`config.mk`:
```
export PLATFORM = sky130hd
export DESIGN_NAME = gpio_port_core
export DESIGN_NICKNAME = d
export VERILOG_FILES = /design/src/rtl/gpio_pkg.sv /design/src/rtl/gpio_ctrl.sv /design/src/rtl/gpio_datapath.sv /design/src/rtl/gpio_port_core.sv
export SDC_FILE = /design/constraint.sdc
export NUM_CORES = 1
export LEC_CHECK = 0
export ABC_AREA = 0
export BUFFER_PORTS_ARGS = -buffer_cell sky130_fd_sc_hd__buf_2
export CAP_MARGIN = 20
export CORE_ASPECT_RATIO = 1.4
export CORE_MARGIN = 2
export CORE_UTILIZATION = 30
export DETAILED_ROUTE_END_ITERATION = 10
export PLACE_DENSITY = 0.63
export SETUP_SLACK_MARGIN = 0.4
export SLEW_MARGIN = 5
export SYNTH_ARGS = -nofsm -noshare
export SYNTH_HDL_FRONTEND = slang
export SYNTH_SLANG_ARGS = --single-unit
```
`constraint.sdc`:
```
create_clock -name clk -period 1.22 [get_ports clk]
set_input_delay 0.183 -clock clk [delete_from_list [all_inputs] [get_ports clk]]
set_output_delay 0.183 -clock clk [all_outputs]
set_load 0.01 [all_outputs]
```
`src/rtl/gpio_pkg.sv`:
```
package gpio_pkg;

  typedef enum logic [2:0] {
    SEL_DIR   = 3'd0,
    SEL_OUT   = 3'd1,
    SEL_PULL  = 3'd2,
    SEL_DRIVE = 3'd3,
    SEL_FLO   = 3'd4,
    SEL_FHI   = 3'd5,
    SEL_IN    = 3'd6,
    SEL_NONE  = 3'd7
  } regSel_t;

  typedef struct packed {
    logic wrDir;
    logic wrOut;
    logic wrPull;
    logic wrDrive;
    logic wrFuncLo;
    logic wrFuncHi;
  } cfgStrobe_t;

  localparam int FUNC_COUNT = 3;

endpackage

```
`src/rtl/gpio_ctrl.sv`:
```
module gpio_ctrl
  import gpio_pkg::*;
#(
  parameter int ADDR_W = 3
) (
  input  logic              wrEn,
  input  logic [ADDR_W-1:0] wrAddr,
  input  logic [ADDR_W-1:0] rdAddr,
  output cfgStrobe_t        strobe,
  output regSel_t           rdSel
);

  function automatic regSel_t decodeAddr(input logic [ADDR_W-1:0] a);
    regSel_t s;
    s = SEL_NONE;
    for (int k = 0; k < 7; k++) begin
      if (a == ADDR_W'(k)) s = regSel_t'(k);
    end
    return s;
  endfunction

  regSel_t wrSel;

  always_comb begin
    wrSel           = decodeAddr(wrAddr);
    rdSel           = decodeAddr(rdAddr);
    strobe          = '0;
    strobe.wrDir    = wrEn && (wrSel == SEL_DIR);
    strobe.wrOut    = wrEn && (wrSel == SEL_OUT);
    strobe.wrPull   = wrEn && (wrSel == SEL_PULL);
    strobe.wrDrive  = wrEn && (wrSel == SEL_DRIVE);
    strobe.wrFuncLo = wrEn && (wrSel == SEL_FLO);
    strobe.wrFuncHi = wrEn && (wrSel == SEL_FHI);
  end

endmodule

```
`src/rtl/gpio_datapath.sv`:
```
module gpio_datapath
  import gpio_pkg::*;
#(
  parameter int                   PIN_COUNT       = 8,
  parameter logic [PIN_COUNT-1:0] HIGH_DRIVE_MASK = '1
) (
  input  logic                           clk,
  input  logic                           rstN,
  input  cfgStrobe_t                     strobe,
  input  regSel_t                        rdSel,
  input  logic [PIN_COUNT-1:0]           wrData,
  output logic [PIN_COUNT-1:0]           rdData,
  input  logic [PIN_COUNT-1:0]           pinIn,
  input  logic [FUNC_COUNT*PIN_COUNT-1:0] periphOut,
  input  logic [PIN_COUNT-1:0]           periphOwnDir,
  input  logic [PIN_COUNT-1:0]           periphOeReq,
  output logic [PIN_COUNT-1:0]           periphIn,
  output logic [PIN_COUNT-1:0]           padOut,
  output logic [PIN_COUNT-1:0]           padOe,
  output logic [PIN_COUNT-1:0]           pullUp,
  output logic [PIN_COUNT-1:0]           pullDown,
  output logic [PIN_COUNT-1:0]           highDrive,
  output logic [PIN_COUNT-1:0]           funcLo,
  output logic [PIN_COUNT-1:0]           funcHi,
  output logic [PIN_COUNT-1:0]           inSync
);

  logic [PIN_COUNT-1:0] dirReg, outReg, pullReg, driveReg, funcLoReg, funcHiReg;
  logic [PIN_COUNT-1:0] syncStage, syncOut, holdReg, funcActive;

  always_ff @(posedge clk or negedge rstN) begin
    if (!rstN) begin
      dirReg    <= '0;
      outReg    <= '0;
      pullReg   <= '0;
      driveReg  <= '0;
      funcLoReg <= '0;
      funcHiReg <= '0;
      syncStage <= '0;
      syncOut   <= '0;
      holdReg   <= '0;
    end else begin
      if (strobe.wrDir)    dirReg    <= wrData;
      if (strobe.wrOut)    outReg    <= wrData;
      if (strobe.wrPull)   pullReg   <= wrData;
      if (strobe.wrDrive)  driveReg  <= wrData;
      if (strobe.wrFuncLo) funcLoReg <= wrData;
      if (strobe.wrFuncHi) funcHiReg <= wrData;
      syncStage <= pinIn;
      syncOut   <= syncStage;
      holdReg   <= periphIn;
    end
  end

  for (genvar g = 0; g < PIN_COUNT; g++) begin : g_pin
    logic [1:0] code;
    logic       periphVal;
    assign code          = {funcHiReg[g], funcLoReg[g]};
    assign funcActive[g] = |code;

    always_comb begin
      case (code)
        2'd1:    periphVal = periphOut[g];
        2'd2:    periphVal = periphOut[PIN_COUNT + g];
        2'd3:    periphVal = periphOut[2*PIN_COUNT + g];
        default: periphVal = 1'b0;
      endcase
    end

    assign padOut[g]   = funcActive[g] ? periphVal : outReg[g];
    assign padOe[g]    = (funcActive[g] && periphOwnDir[g]) ? periphOeReq[g] : dirReg[g];
    assign pullUp[g]   = !padOe[g] && pullReg[g] && outReg[g];
    assign pullDown[g] = !padOe[g] && pullReg[g] && !outReg[g];
    assign periphIn[g] = funcActive[g] ? syncOut[g] : holdReg[g];
  end

  assign highDrive = driveReg & HIGH_DRIVE_MASK;
  assign funcLo    = funcLoReg;
  assign funcHi    = funcHiReg;
  assign inSync    = syncOut;

  always_comb begin
    case (rdSel)
      SEL_DIR:   rdData = dirReg;
      SEL_OUT:   rdData = outReg;
      SEL_PULL:  rdData = pullReg;
      SEL_DRIVE: rdData = driveReg;
      SEL_FLO:   rdData = funcLoReg;
      SEL_FHI:   rdData = funcHiReg;
      SEL_IN:    rdData = syncOut;
      default:   rdData = '0;
    endcase
  end

endmodule

```
`src/rtl/gpio_port_core.sv`:
```
module gpio_port_core
  import gpio_pkg::*;
#(
  parameter int                   PIN_COUNT       = 8,
  parameter int                   ADDR_W          = 3,
  parameter logic [PIN_COUNT-1:0] HIGH_DRIVE_MASK = 8'b1100_0011
) (
  input  logic                            clk,
  input  logic                            rstN,
  input  logic                            wrEn,
  input  logic [ADDR_W-1:0]               wrAddr,
  input  logic [PIN_COUNT-1:0]            wrData,
  input  logic [ADDR_W-1:0]               rdAddr,
  output logic [PIN_COUNT-1:0]            rdData,
  input  logic [PIN_COUNT-1:0]            pinIn,
  input  logic [FUNC_COUNT*PIN_COUNT-1:0] periphOut,
  input  logic [PIN_COUNT-1:0]            periphOwnDir,
  input  logic [PIN_COUNT-1:0]            periphOeReq,
  output logic [PIN_COUNT-1:0]            periphIn,
  output logic [PIN_COUNT-1:0]            padOut,
  output logic [PIN_COUNT-1:0]            padOe,
  output logic [PIN_COUNT-1:0]            pullUp,
  output logic [PIN_COUNT-1:0]            pullDown,
  output logic [PIN_COUNT-1:0]            highDrive
);

  cfgStrobe_t           strobe;
  regSel_t              rdSel;
  logic [PIN_COUNT-1:0] funcLo, funcHi, inSync;

  gpio_ctrl #(.ADDR_W(ADDR_W)) u_ctrl (
    .wrEn   (wrEn),
    .wrAddr (wrAddr),
    .rdAddr (rdAddr),
    .strobe (strobe),
    .rdSel  (rdSel)
  );

  gpio_datapath #(
    .PIN_COUNT       (PIN_COUNT),
    .HIGH_DRIVE_MASK (HIGH_DRIVE_MASK)
  ) u_dp (
    .clk          (clk),
    .rstN         (rstN),
    .strobe       (strobe),
    .rdSel        (rdSel),
    .wrData       (wrData),
    .rdData       (rdData),
    .pinIn        (pinIn),
    .periphOut    (periphOut),
    .periphOwnDir (periphOwnDir),
    .periphOeReq  (periphOeReq),
    .periphIn     (periphIn),
    .padOut       (padOut),
    .padOe        (padOe),
    .pullUp       (pullUp),
    .pullDown     (pullDown),
    .highDrive    (highDrive),
    .funcLo       (funcLo),
    .funcHi       (funcHi),
    .inSync       (inSync)
  );

endmodule

```
[Word level (Yosys, flattened, before mapping)]
Cells that the tools add are included.
Storage, ports and cells
  bits in registers: 72
  input port bits: 65
  output and inout port bits: 56
  logic and storage cells: 169
Cells by class
  equality and inequality tests: 47
  multiplexer cells: 47
  reduce and logical (&&, ||, !) cells: 66
Operators by type and width (count)
  $pmux W8 S7: 1
  $mux W3: 14
  $logic_and A1 B1 Y1: 38
  $eq A3 B3 Y1 const B: 11
  $eq A2 B2 Y1 const B: 16
  $eq A3 B2 Y1 const B: 8
  $mux W1: 24
  $pmux W1 S3: 8
  $eq A2 B1 Y1 const B: 8
  $logic_not A1 Y1: 16
  $reduce_or A2 Y1: 8
  $eq A3 B1 Y1 const B: 4
  $logic_not A3 Y1: 4

[Logic depth before layout (Yosys ltp)]
  word-level depth: 10
  gate-level depth with buffers: 5
  mapped depth without buffers: 3

[Cells and area by module]
From an unflattened synthesis, not the netlist that was laid out.
Second synthesis, totals
  cell total of the unflattened synthesis: 283
  area, all modules: 3794.9 um2
Modules (own cells, without submodules)
  gpio_datapath: instances 1, cells an instance 274, area an instance 3708.6 um2, seq. area each 1801.7 um2
  gpio_ctrl: instances 1, cells an instance 9, area an instance 86.3 um2, seq. area each 0.0 um2

[Worst setup path before layout]
OpenSTA, ideal clock, no wires.
  path kind: input -> output
  start point: input port rdAddr[2]
  end point: output port rdData[0]
  arrival: 1202 ps
  data required time: 1037 ps
  path slack: -165 ps
  stages: 4
  path through: buf_2 buf_1 nor2_1 a221oi_1
Between the ends
  longest elaborated chain between the ends: 10
  elaborated cells between the ends (all ways): 22
Ends and longest elaborated chain
  start, declared: line gpio_port_core.sv:13  | input logic [ADDR_W-1:0] rdAddr,
  $logic_not A3 Y1: line gpio_ctrl.sv:17  | if (a == ADDR_W'(k)) s = regSel_t'(k);
  $mux W3 (6 in a row): line gpio_ctrl.sv:17
  $mux W3 (*): line gpio_ctrl.sv:17
  $eq A3 B3 Y1 (tied with other cells): line gpio_datapath.sv:83  | case (rdSel)
  $pmux W8 S7 (*): line gpio_datapath.sv:83
  end, declared: line gpio_port_core.sv:14  | output logic [PIN_COUNT-1:0] rdData,
Every way passes the cells marked *; elsewhere a longest branch is shown, timed or not.

[Worst setup path after layout]
  start point: register u_dp.funcHiReg[2], in the netlist u_dp.funcHi[2]
  end point: output port pullDown[2]
Between the ends
  longest elaborated chain between the ends: 6
Ends and longest elaborated chain
  start, declared: line gpio_datapath.sv:28  | logic [PIN_COUNT-1:0] dirReg, outReg, pullReg, driveReg, funcLoReg, funcHiReg;
  start signal, assigned: line gpio_datapath.sv:48  | if (strobe.wrFuncHi) funcHiReg <= wrData;
  $reduce_or A2 Y1: line gpio_datapath.sv:59  | assign funcActive[g] = |code;
  $logic_and A1 B1 Y1: line gpio_datapath.sv:71  | assign padOe[g] = (funcActive[g] && periphOwnDir[g]) ? periphOeReq[g] : dirReg[g];
  $mux W1: line gpio_datapath.sv:71
  $logic_not A1 Y1: line gpio_datapath.sv:73  | assign pullDown[g] = !padOe[g] && pullReg[g] && !outReg[g];
  $logic_and A1 B1 Y1 (2 in a row): line gpio_datapath.sv:73
  end, declared: line gpio_port_core.sv:23  | output logic [PIN_COUNT-1:0] pullDown,
No other way between the ends.

==> run_results.csv <==
group,metric,value,unit
yosys,synth.distinct_cells,30,
layout,n_antenna_cell,0,
critical_path,r2r_slack,0.03,ns
layout,fin_nets,541,
sta,min_period,1.74,ns
yosys,syn_area,3570,µm²
sta,fin_skew,0.00329,ns
layout,drive_gt1_share,75.4,%
power,p_seq_share,32.3,%
sta,grt_setup_unrepaired,"true",
sta,setup_ws,-0.518,ns
layout,n_fill_cell,972,
floorplan,dieArea,12800,µm²
placed_design,gp_congestion,0.750,
yosys,postSynthAreaPerCell,13.5,µm²
placed_design,place_area,5040,µm²
detailed_routing,drcViolationCount,0,
floorplan,die_w,96.3,µm
power,p_clk_share,28.9,%
global_route,grt_pass1_vias,3225,
yosys,ys_ff_latch,72,
sta,worstMarginPinSlew,0.614,ns
yosys,synth_edf_count,0,
critical_path,worst-setup-path-type,"flip-flop to output port",
floorplan,rows,47,
floorplan,dieHeight,133,µm
sta,max_freq,575,MHz
sta,slew_viol_final,0,
detailed_routing,wirelength,10700,µm
yosys,yosysMostFrequentCell,"dfrtp_1",
outcome,failed_checks,"setup timing",
detailed_routing,antenna_left,0,
power,combPwrFrac,38.8,%
yosys,yosysWarnings,0,
sta,slew_headroom,58.9,%
layout,design_area,6400,µm²
critical_path,crit_fanout,5,
placed_design,portBuffers,116,
placed_design,dp_hpwl,7450,µm
yosys,synth.area.top_cells,"dfrtp_1, mux2_2, mux2i_1",
global_route,grt_use_total,17.0,%
outcome,outcome,"finished, violations left",
clock_network,h-tree-depth,3,
yosys,synth_top_cell_by_area,"dfrtp_1",
detailed_routing,wl_per_cell,17.1,µm
clock_network,clk_latency,0.33,ns
worst_hold_path,hold_path.class,"input port to flip-flop",
global_route,grt_remaining_overflow,0,
power,p_leak,3.12,nW
sta,whs,0.177,ns
clock_network,clk_pin_slew,0.05,ns
power,power_density,1610,nW/µm²
critical_path,worstPathArrival,1.56,ns
run,maxCapViolCount,0,
floorplan,io_pins,121,
clock_network,cts-buffers-inserted,9,
yosys,yosysSeqAreaShare,50.4,%
global_route,antenna_found_initial,0,
critical_path,setup.worst_path.start_class,"flip-flop",
detailed_routing,detail_route.first_pass.iterations,4,
yosys,ys.flop_type,"dfrtp_1",
power,p_sw,2.80,mW
clock_network,cts_tree,"yes",
clock_network,cts-root-buf,"clkbuf_16",
detailed_routing,vias_per_cell,4.82,
power,max-vdd-ir-drop,0.633,mV
detailed_routing,initialDrtViolationCount,70,
yosys,synth_cells,265,
sta,fin_crit_sh,142,%
global_route,grt_max_degree,73,
global_route,grt_pass1_wl,16600,µm
power,internal_power,7.48,mW
yosys,synthArstFlopShare,100,%
sta,finalSetupViolations,48,
sta,hold_viol_final,0,
clock_network,clk_path_buf_depth,2,
power,switching_share,27.3,%
floorplan,core,11700,µm²
detailed_routing,num_vias,3024,
critical_path,cp-end-kind,"output port",
clock_network,cts_sinks,72,
yosys,synth_top_area_share,50.4,%
layout,syn2layout_area_growth,79.0,%
critical_path,critPathRequiredTime,1.04,ns
floorplan,start_util,30.5,%
yosys,synthTopCellsByCount,"dfrtp_1, mux2_2, mux2i_1",
cells in the final DEF (no fill, tap or decap), types with 2 or more instances in the layout:
cell | Yosys | layout
a221oi_2 | 0 | 3
nand3b_1 | 2 | 2
buf_12 | 0 | 5
clkbuf_1 | 1 | 2
and3_1 | 8 | 8
a221oi_4 | 0 | 4
nand4b_1 | 2 | 2
and3b_2 | 0 | 8
nand2_1 | 7 | 4
o221a_4 | 0 | 5
dfrtp_1 | 72 | 60
mux4_2 | 8 | 8
buf_4 | 9 | 38
o211a_1 | 2 | 2
nand2_2 | 0 | 3
buf_6 | 0 | 81
clkbuf_16 | 0 | 10
o21ai_2 | 0 | 8
mux2i_4 | 0 | 2
dlygate4sd3_1 | 0 | 9
nor2_4 | 0 | 8
bufinv_16 | 0 | 3
nor2_1 | 10 | 2
conb_1 | 1 | 4
mux2_2 | 58 | 3
inv_2 | 0 | 8
mux2i_1 | 30 | 21
dfrtp_2 | 0 | 12
buf_2 | 7 | 80
mux2i_2 | 0 | 7
mux2_4 | 0 | 55
sequential cells by signal (all words and copies together) (netlist names):
signal and flops:
u_dp.funcLo 8, u_dp.outReg 8, u_dp.driveReg 8, u_dp.holdReg 8, u_dp.dirReg 8, u_dp.syncStage 8, u_dp.inSync 8, u_dp.pullReg 8
u_dp.funcHi 8
logic make-up after synthesis:
kind of cell,synth area share [%]
AO/OA/AOI/OAI,5.36
AND/OR/NAND/NOR,8.37
flip-flops,50.4
other,0.105
buffers and inverters,4.06
multiplexers,31.7
through the flow:
step,std cells,setup slack [ns],TNS (ns),utilization (%),power (mW)
after global routing,627,-0.576,-24.01,54.7,10.8
final,627,-0.518,-20.81,54.7,10.3
after global placement,579,-0.226,-6.29,43.1,5.95
after detailed placement,579,-0.225,-8.28,43.1,6.04
after CTS,618,-0.495,-21.34,52.3,9.94
after floorplan,268,-0.0383,-0.425,-,4.78
power groups by stage:
stage                     Sequential, mW  Combinational (mW)  Clock [mW]
after floorplan                     3.17                1.61           0
after global placement              3.25                2.70           0
after detailed placement            3.27                2.77           0
after CTS                           3.29                3.61        3.04
after global routing                3.38                4.28        3.15
final                               3.33                3.99        2.97
layer usage:
layer / global-route usage, % / wire length (µm)
met1: 20.9 / 4270
met2: 29.0 / 5860
met3: 3.56 / 421
met4: 5.71 / 153
met5: 0 / 0
worst max-delay path: stages, from the launching register on:
cell and delay [ns]:
dfrtp_2 0.47, o21ai_2 0.17, mux2i_2 0.27, and3b_2 0.22, buf_6 0.10
timing repair:
action                     CTS  global route
hold endpoints to repair    80             0
gates resized for setup    140            45
setup endpoints to repair  108           141
cloned                       0             1
hold buffers                 9             0
buffers inserted            15             8
pin swaps                   18            10
final cells by class:
cell class	instances	area, µm²	share of cell area (%)
clock buffers	12	246	3.85
inverters	8	30.0	0.469
well taps	147	184	2.87
multi-input cells	169	2180	34.0
repair buffers	216	1860	29.0
flip-flops and latches	72	1820	28.4
clock inverters	3	90.1	1.41
final timing paths:
check	cells after the start	startpoint	end
hold reg to reg	0	u_dp.syncStage[1]	u_dp.inSync[1]
setup / recovery	4	u_dp.funcHi[2]	pullDown[2]
min in group asynchronous	3	rstN	u_dp.outReg[4]
max in group asynchronous	3	rstN	u_dp.funcLo[5]
hold / removal	2	wrData[7]	u_dp.funcHi[7]
setup reg to reg	4	u_dp.funcLo[7]	u_dp.holdReg[7]
(Power assumes the default switching activity.)
